**config.mk**
```make
export PLATFORM = sky130hd
export DESIGN_NAME = cmd_access_gate
export DESIGN_NICKNAME = d
export VERILOG_FILES = /design/src/rtl/cag_pkg.sv /design/src/rtl/cag_secure_store.sv /design/src/rtl/cag_pw_entry.sv /design/src/rtl/cag_fail_counter.sv /design/src/rtl/cmd_access_gate.sv
export SDC_FILE = /design/constraint.sdc
export NUM_CORES = 1
export LEC_CHECK = 0
export BUFFER_PORTS_ARGS = -buffer_cell sky130_fd_sc_hd__buf_2
export CORE_MARGIN = 5
export CORE_UTILIZATION = 53
export CTS_CLUSTER_SIZE = 30
export DETAILED_ROUTE_END_ITERATION = 10
export PLACE_DENSITY = 0.78
export REMOVE_ABC_BUFFERS = 1
export SLEW_MARGIN = 20
export SYNTH_ARGS = -nofsm -noshare
export SYNTH_HDL_FRONTEND = slang
export SYNTH_HIERARCHICAL = 1
export SYNTH_SLANG_ARGS = --single-unit
```
**constraint.sdc**
```tcl
create_clock -name clk -period 4.9 [get_ports clk]
set_input_delay 0.49 -clock clk [delete_from_list [all_inputs] [get_ports clk]]
set_output_delay 0.49 -clock clk [all_outputs]
set_load 0.03 [all_outputs]
```
**src/rtl/cag_pkg.sv**
```systemverilog
// Shared types and decode helpers for the command access controller.
// Assumes an 8-bit mode byte; the two protected codes are fixed.
package cag_pkg;
    localparam logic [7:0] MODE_CODE_CMD  = 8'h01;
    localparam logic [7:0] MODE_CODE_FULL = 8'h5E;

    typedef enum logic [1:0] {
        LVL_OPEN = 2'd0,
        LVL_CMD  = 2'd1,
        LVL_FULL = 2'd2
    } sec_level_t;

    typedef enum logic [1:0] {
        CC_CONT   = 2'd0,
        CC_BOOT   = 2'd1,
        CC_OTHER  = 2'd2,
        CC_OTHER2 = 2'd3
    } cmd_class_t;

    typedef enum logic {
        ST_IDLE = 1'b0,
        ST_WAIT = 1'b1
    } gate_state_t;

    // Map a raw mode byte onto a security level.
    function automatic sec_level_t decode_level(input logic [7:0] code);
        if (code == MODE_CODE_CMD)       return LVL_CMD;
        else if (code == MODE_CODE_FULL) return LVL_FULL;
        else                             return LVL_OPEN;
    endfunction

    // True when a command class needs no password at the given level.
    function automatic logic cmd_is_free(input sec_level_t lvl, input cmd_class_t cls);
        case (lvl)
            LVL_OPEN: return 1'b1;
            LVL_CMD:  return (cls == CC_CONT) || (cls == CC_BOOT);
            LVL_FULL: return (cls == CC_CONT);
            default:  return 1'b1;
        endcase
    endfunction
endpackage

```
**src/rtl/cag_secure_store.sv**
```systemverilog
// Staged and live copies of the mode byte and the password slots.
// Writes reach the staged copy only when wr_allow is high; the live
// copy is loaded from the staged copy on activate.
module cag_secure_store
    import cag_pkg::*;
#(
    parameter int SLOTS  = 8,
    parameter int BYTE_W = 8,
    localparam int ADDR_W = $clog2(SLOTS) + 1,
    localparam int PW_W   = SLOTS * BYTE_W
) (
    input  logic              clk,
    input  logic              rst_n,
    input  logic              wr_en,
    input  logic [ADDR_W-1:0] wr_addr,
    input  logic [BYTE_W-1:0] wr_data,
    input  logic              wr_allow,
    input  logic              activate,
    output sec_level_t        act_level,
    output logic [PW_W-1:0]   act_pw
);
    logic [7:0]        stg_mode_q;
    logic [7:0]        act_mode_q;
    logic [PW_W-1:0]   stg_pw_q;
    logic [PW_W-1:0]   act_pw_q;

    // Staged mode byte: written at the address just past the slots.
    always_ff @(posedge clk) begin
        if (!rst_n)
            stg_mode_q <= '0;
        else if (wr_en && wr_allow && (wr_addr == ADDR_W'(SLOTS)))
            stg_mode_q <= wr_data[7:0];
    end

    // Staged password slots, one writer per slot.
    for (genvar s = 0; s < SLOTS; s++) begin : g_slot
        always_ff @(posedge clk) begin
            if (!rst_n)
                stg_pw_q[s*BYTE_W +: BYTE_W] <= '0;
            else if (wr_en && wr_allow && (wr_addr == ADDR_W'(s)))
                stg_pw_q[s*BYTE_W +: BYTE_W] <= wr_data;
        end
    end

    // Live copy: loaded only when the monitor is entered.
    always_ff @(posedge clk) begin
        if (!rst_n) begin
            act_mode_q <= '0;
            act_pw_q   <= '0;
        end else if (activate) begin
            act_mode_q <= stg_mode_q;
            act_pw_q   <= stg_pw_q;
        end
    end

    assign act_level = decode_level(act_mode_q);
    assign act_pw    = act_pw_q;

    // the live level moves only on an activate pulse.
    assert_live_level_held_R9: assert property (@(posedge clk) disable iff (!rst_n)
        !activate |=> $stable(act_level));
    // the live password moves only on an activate pulse.
    assert_live_pw_held_R9: assert property (@(posedge clk) disable iff (!rst_n)
        !activate |=> $stable(act_pw));
endmodule

```
**src/rtl/cag_pw_entry.sv**
```systemverilog
// Collects typed password bytes into slots and compares them with the
// live password. Entry closes on a zero byte or when all slots are
// filled; flush empties the buffer. Untyped slots hold zero.
module cag_pw_entry #(
    parameter int SLOTS  = 8,
    parameter int BYTE_W = 8,
    localparam int IDX_W = $clog2(SLOTS + 1),
    localparam int PW_W  = SLOTS * BYTE_W
) (
    input  logic              clk,
    input  logic              rst_n,
    input  logic              flush,
    input  logic              key_valid,
    input  logic [BYTE_W-1:0] key_byte,
    input  logic [PW_W-1:0]   ref_pw,
    output logic              match
);
    logic [PW_W-1:0]  buf_q;
    logic [IDX_W-1:0] idx_q;
    logic             closed_q;
    logic             take;
    logic [SLOTS-1:0] slot_eq;

    assign take = key_valid && !flush && !closed_q && (idx_q < IDX_W'(SLOTS));

    // Position and closure tracking for the entry.
    always_ff @(posedge clk) begin
        if (!rst_n || flush) begin
            idx_q    <= '0;
            closed_q <= 1'b0;
        end else if (take) begin
            idx_q <= idx_q + 1'b1;
            if (key_byte == '0)
                closed_q <= 1'b1;
        end
    end

    // Per-slot capture and compare.
    for (genvar s = 0; s < SLOTS; s++) begin : g_cmp
        always_ff @(posedge clk) begin
            if (!rst_n || flush)
                buf_q[s*BYTE_W +: BYTE_W] <= '0;
            else if (take && (idx_q == IDX_W'(s)))
                buf_q[s*BYTE_W +: BYTE_W] <= key_byte;
        end
        assign slot_eq[s] = (buf_q[s*BYTE_W +: BYTE_W] == ref_pw[s*BYTE_W +: BYTE_W]);
    end

    assign match = &slot_eq;

    // the write position never runs past the last slot.
    always_comb begin
        if (rst_n)
            assert_idx_bound_R5: assert (idx_q <= IDX_W'(SLOTS));
    end
    // nothing is captured once entry has closed.
    assert_closed_frozen_R5: assert property (@(posedge clk) disable iff (!rst_n)
        (closed_q && !flush) |=> $stable(buf_q));
endmodule

```
**src/rtl/cag_fail_counter.sv**
```systemverilog
// Saturating counter of rejected password attempts. Only clr lowers it,
// and clr wins over a same-cycle increment.
module cag_fail_counter #(
    parameter int CNT_W = 16,
    localparam logic [CNT_W-1:0] CNT_MAX = {CNT_W{1'b1}}
) (
    input  logic             clk,
    input  logic             rst_n,
    input  logic             inc,
    input  logic             clr,
    output logic [CNT_W-1:0] count
);
    logic [CNT_W-1:0] cnt_q;

    // Count failures, holding at the top value.
    always_ff @(posedge clk) begin
        if (!rst_n || clr)
            cnt_q <= '0;
        else if (inc && (cnt_q != CNT_MAX))
            cnt_q <= cnt_q + 1'b1;
    end

    assign count = cnt_q;

    // a full counter stays full when more failures arrive.
    assert_no_wrap_R7: assert property (@(posedge clk) disable iff (!rst_n)
        (inc && !clr && cnt_q == CNT_MAX) |=> (cnt_q == CNT_MAX));
    // without a clear the count never goes down.
    assert_monotonic_R8: assert property (@(posedge clk) disable iff (!rst_n)
        !clr |=> (cnt_q >= $past(cnt_q)));
    // a clear always leaves zero.
    assert_clear_wins_R12: assert property (@(posedge clk) disable iff (!rst_n)
        clr |=> (cnt_q == '0));
endmodule

```
**src/rtl/cmd_access_gate.sv**
```systemverilog
// Top of the command access controller. Decides grant or password
// request for each command, runs password attempts, tracks the unlocked
// state and counts failures. Assumes key_end arrives in a cycle of its
// own, after the last key_valid byte.
module cmd_access_gate
    import cag_pkg::*;
#(
    parameter int SLOTS  = 8,
    parameter int BYTE_W = 8,
    parameter int CNT_W  = 16,
    localparam int ADDR_W = $clog2(SLOTS) + 1,
    localparam int PW_W   = SLOTS * BYTE_W
) (
    input  logic              clk,
    input  logic              rst_n,
    input  logic              cmd_valid,
    input  logic [1:0]        cmd_class,
    input  logic              key_valid,
    input  logic [BYTE_W-1:0] key_byte,
    input  logic              key_end,
    input  logic              cfg_we,
    input  logic [ADDR_W-1:0] cfg_addr,
    input  logic [BYTE_W-1:0] cfg_wdata,
    input  logic              monitor_enter,
    input  logic              cnt_clear,
    output logic              grant,
    output logic              deny,
    output logic              pw_req,
    output logic [CNT_W-1:0]  fail_count
);
    gate_state_t     state_q;
    logic            unlocked_q;
    logic            grant_q;
    logic            deny_q;
    sec_level_t      level;
    logic [PW_W-1:0] live_pw;
    logic            pw_match;
    logic            attempt;
    logic            flush;
    logic            fail_inc;
    logic            cmd_free;

    cag_secure_store #(.SLOTS(SLOTS), .BYTE_W(BYTE_W)) u_store (
        .clk       (clk),
        .rst_n     (rst_n),
        .wr_en     (cfg_we),
        .wr_addr   (cfg_addr),
        .wr_data   (cfg_wdata),
        .wr_allow  ((level == LVL_OPEN) || unlocked_q),
        .activate  (monitor_enter),
        .act_level (level),
        .act_pw    (live_pw)
    );

    cag_pw_entry #(.SLOTS(SLOTS), .BYTE_W(BYTE_W)) u_entry (
        .clk       (clk),
        .rst_n     (rst_n),
        .flush     (flush),
        .key_valid (key_valid),
        .key_byte  (key_byte),
        .ref_pw    (live_pw),
        .match     (pw_match)
    );

    cag_fail_counter #(.CNT_W(CNT_W)) u_fails (
        .clk   (clk),
        .rst_n (rst_n),
        .inc   (fail_inc),
        .clr   (cnt_clear),
        .count (fail_count)
    );

    assign cmd_free = cmd_is_free(level, cmd_class_t'(cmd_class)) || unlocked_q;
    assign attempt  = (state_q == ST_WAIT) && key_end && !cmd_valid && !monitor_enter;
    assign flush    = (state_q != ST_WAIT) || cmd_valid || key_end || monitor_enter;
    assign fail_inc = attempt && !pw_match;

    // Request state, unlock flag and one-cycle result pulses.
    always_ff @(posedge clk) begin
        if (!rst_n) begin
            state_q    <= ST_IDLE;
            unlocked_q <= 1'b0;
            grant_q    <= 1'b0;
            deny_q     <= 1'b0;
        end else begin
            grant_q <= 1'b0;
            deny_q  <= 1'b0;
            if (monitor_enter) begin
                state_q    <= ST_IDLE;
                unlocked_q <= 1'b0;
            end else if (cmd_valid) begin
                if (cmd_free) begin
                    grant_q <= 1'b1;
                    state_q <= ST_IDLE;
                end else begin
                    state_q <= ST_WAIT;
                end
            end else if (attempt) begin
                if (pw_match) begin
                    grant_q    <= 1'b1;
                    unlocked_q <= 1'b1;
                    state_q    <= ST_IDLE;
                end else begin
                    deny_q <= 1'b1;
                end
            end
        end
    end

    assign grant  = grant_q;
    assign deny   = deny_q;
    assign pw_req = (state_q == ST_WAIT);

    // a grant and a deny never coincide.
    assert_grant_deny_excl_R12: assert property (@(posedge clk) disable iff (!rst_n)
        !(grant && deny));
    // a deny leaves the request pending for a retry.
    assert_deny_keeps_req_R6: assert property (@(posedge clk) disable iff (!rst_n)
        deny |-> pw_req);
    // with no request pending, an end strobe never yields a deny.
    assert_idle_end_quiet_R11: assert property (@(posedge clk) disable iff (!rst_n)
        (!pw_req && key_end && !cmd_valid) |=> !deny);
    // monitor entry drops any pending request.
    assert_enter_drops_req_R9: assert property (@(posedge clk) disable iff (!rst_n)
        monitor_enter |=> (!pw_req && !grant));
endmodule

```
==> impl_results.md <==
* Clk buf depth at 3
* Pre-CTS setup slack at 1.84 ns
* Initial antenna violation count at 1
* Cell repeated most along the worst path: nor4_1
* Share of cells above drive strength 1 at 12.8%
* Yosys top cell area share at 47.2%
* Synthesized cell area at 0.00987 mm2
* Core Area at 0.0185 mm2
* RePlAce Congestion at 0.808
* Via density per instance at 5.53
* CTS tree: built
* Sequential Power Share at 49.8%
* Finished Layout Cells at 1,221
* Ys async rst share at 0%
* VDD IR-drop max at 0.000281 V
* First-pass DRT Iterations at 4
* Seq cells post-synth at 233
* Residual DRC at 0
* Max-Slew Margin vs Limit at 26.1%
* Worst setup path startpoint: u_entry/buf_q[62]
* Vias in the first global route at 6,647
* H-tree levels at 1
* Seq/Total Area, Yosys at 47.2%
* Root Driver: clkbuf_16
* Nets@finish at 1,010
* Setup TNS at 0 ns
* Cells after Synth at 942
* Pins Over Slew Limit at 0
* Height of the die at 146 um
* Sequential Area at 0.00466 mm2
* Prevailing post-synth register cell: dfxtp_1
* Clock transition at path regs at 0.06 ns
* Post-synth EDFFs at 0
* Multi-input gate area at 0.00492 mm2
* Pin count of the biggest net entering global routing at 68
* Critical path fanouts, max at 5
* Syn_area_per_cell at 10.5 um2
* # fillers at 1,566
* Grt ovf at 0
* Post-cts resize count at 0
* WP data arrival at 3.54 ns
* Hold path start: cmd_valid
* Final min period at 3.08 ns
* Leak at 5.18 nW
* # rows at 50
* Area grow syn2layout at 11.0%
* Hold Violations, Final at 0
* Port Buffers at 48
* Skew final at 0.0181 ns
* Post-CTS Setup Inserts at 0
* DR WL/cell at 18.3 um
* Type of origin of the critical path: register
* DP HPWL at 14.1 mm
* Gr usage total at 20.7%
* Starting density of the core at 53.3%
* Wirelength, routed at 22.4 mm
* Chip width at 146 um
* DIE AREA at 0.0215 mm2
* CP cell instances: xor2_1 > nor4_1 > nand4_1 > nor4_1 > nor4b_4 > and3_2 > and4_1 > a31oi_1 > a41o_1
* Combinational share of power at 4.0%
* TritonCTS Sinks at 233
* Antenna fix cells at 0
* Vias at 6,747
* Final WS setup at 1.82 ns
* Synthesis Warnings at 6
* Outcome: completed
* Power Dens Cells at 350 mW/mm2
* Synth cell types at 60
* Max stage delay on crit path at 0.87 ns
* Skew-Pair Late Insertion Delay at 0.51 ns
* Fmax at 325 MHz
* Crit path required time at 5.35 ns
* Top cell type by total area after synthesis: dfxtp_1
* Pint at 3.01 mW
* Inst Count DP at 1,179
* Post-CTS Hold Fix Bufs at 0
* Top-Level Pins at 49
* Clk network pwr share at 46.2%
* Worst reg2reg startpoint: u_entry/buf_q[62]
* Tightest Pin Transition at 1.10 ns
* Hold WS at 0.249 ns
* Switching Fraction at 21.6%
* Max Cap Viol at 0
* CTS Buf Count at 25
* Global-route wire length before repair at 35.8 mm
* Slowest CP cell: nor4_1
* Worst hold path type: input pin to register
* Fin crit share at 62.9%
* Setup CP Type: register to register
* Final setup viols at 0
* Synth area leaders: dfxtp_1 47%, mux2i_1 21%, xor2_1 5.8%, nor2b_1 4.7%, nand2_1 3.2%
* RSZ-0062 raised after global routing: no
* ANT nets after route at 0
* Crit end category: register
* Switch Pwr at 0.828 mW
* DR iter-0 viols at 432
-- placed cells by master (no fill, tap or decap), drive strengths merged, types with 9 or more instances in the layout --
| master | instances |
|---|---|
| buf | 54 |
| xor2 | 65 |
| nand4 | 10 |
| clkbuf | 38 |
| nand2 | 93 |
| dfxtp | 233 |
| inv | 9 |
| mux2i | 208 |
| nor4 | 21 |
| nor2 | 77 |
| nor2b | 75 |
| nand3 | 13 |
-- state kept, by name, indices dropped and copies added (netlist names) --
register            count
u_entry/buf_q          64
u_store/act_pw         64
u_store/stg_pw_q       64
u_fails/count          16
u_store/act_mode_q      8
u_store/stg_mode_q      8
u_entry/idx_q           4
deny                    1
grant                   1
pw_req                  1
u_entry/closed_q        1
unlocked_q              1
-- final cells by class --
cell class / instances / area share [%]
Multi-Input combinational cell: 651 / 44.9
Sequential cell: 233 / 42.5
Inverter: 7 / 0.240
Clock buffer: 38 / 6.52
Clock inverter: 4 / 0.479
Tap cell: 234 / 2.67
Timing Repair Buffer: 54 / 2.65
-- worst paths after layout --
check / cells after the start / slack [ns] / end
worst max register to register: 9 / 1.82 / u_fails/count[9]
worst min-delay path: 3 / 0.25 / grant
worst max-delay path: 9 / 1.82 / u_fails/count[9]
worst min register to register: 2 / 0.46 / u_store/stg_pw_q[15]
-- through the flow --
| stage | instance area (um2) | util (%) | power, mW |
|---|---|---|---|
| 2_1_floorplan | 9610 | - | 2.02 |
| 3_3_place_gp | 10200 | 55.1 | 2.11 |
| 3_5_place_dp | 10200 | 55.1 | 2.11 |
| 4_1_cts | 11000 | 59.2 | 3.87 |
| 5_1_grt | 11000 | 59.2 | 3.97 |
| 6_report | 11000 | 59.2 | 3.84 |
-- Yosys cell counts, types with 5 or more instances --
| cell type | number |
|---|---|
| inv_1 | 7 |
| buf_2 | 14 |
| buf_6 | 5 |
| nand4_1 | 6 |
| nand3_1 | 5 |
| xor2_1 | 65 |
| nor4_1 | 20 |
| nor2_1 | 77 |
| nand2_1 | 83 |
| a21oi_1 | 8 |
| nor2b_1 | 74 |
| dfxtp_1 | 233 |
| mux2i_1 | 208 |
| and4_1 | 6 |
| ha_1 | 8 |
| a31oi_1 | 5 |
| clkbuf_1 | 28 |
| nand2_2 | 10 |
-- cells by family (layout without fill, tap and decap cells) --
family | after synthesis | count (layout) | synth area share (%)
DFF | 233 | 233 | 47.2
buffers and inverters | 58 | 103 | 2.98
xor gates and xnor gates | 66 | 66 | 5.85
adders and majority gates | 8 | 8 | 1.01
and+or+nand+nor | 330 | 330 | 19.0
AOI/OAI and AO/OA | 39 | 39 | 2.88
muxes | 208 | 208 | 21.1
-- worst max-delay path: cells and delay by family (launching register included) --
kind	cells	cell delay (ns)
AND/OR/NAND/NOR	6	2.27
flip-flops	1	0.32
AO/OA/AOI/OAI	2	0.29
XOR/XNOR	1	0.16
-- metal layers --
layer | up-vias | wire length [um] | GRT usage (%)
met5 | - | 7 | 0
met1 | 3271 | 10300 | 28.2
met2 | 123 | 10800 | 34.4
li1 | 3311 | - | -
met4 | 2 | 499 | 6.11
met3 | 40 | 823 | 2.86
-- power groups by stage --
stage	sequential, mW	clock, mW	combinational (mW)
floorplan	1.95	0	0.0635
global placement	1.95	0	0.152
detailed placement	1.95	0	0.153
CTS	1.91	1.80	0.153
global route	1.91	1.90	0.163
finish	1.91	1.77	0.154
Note: power is estimated with default switching activity, not from simulation.
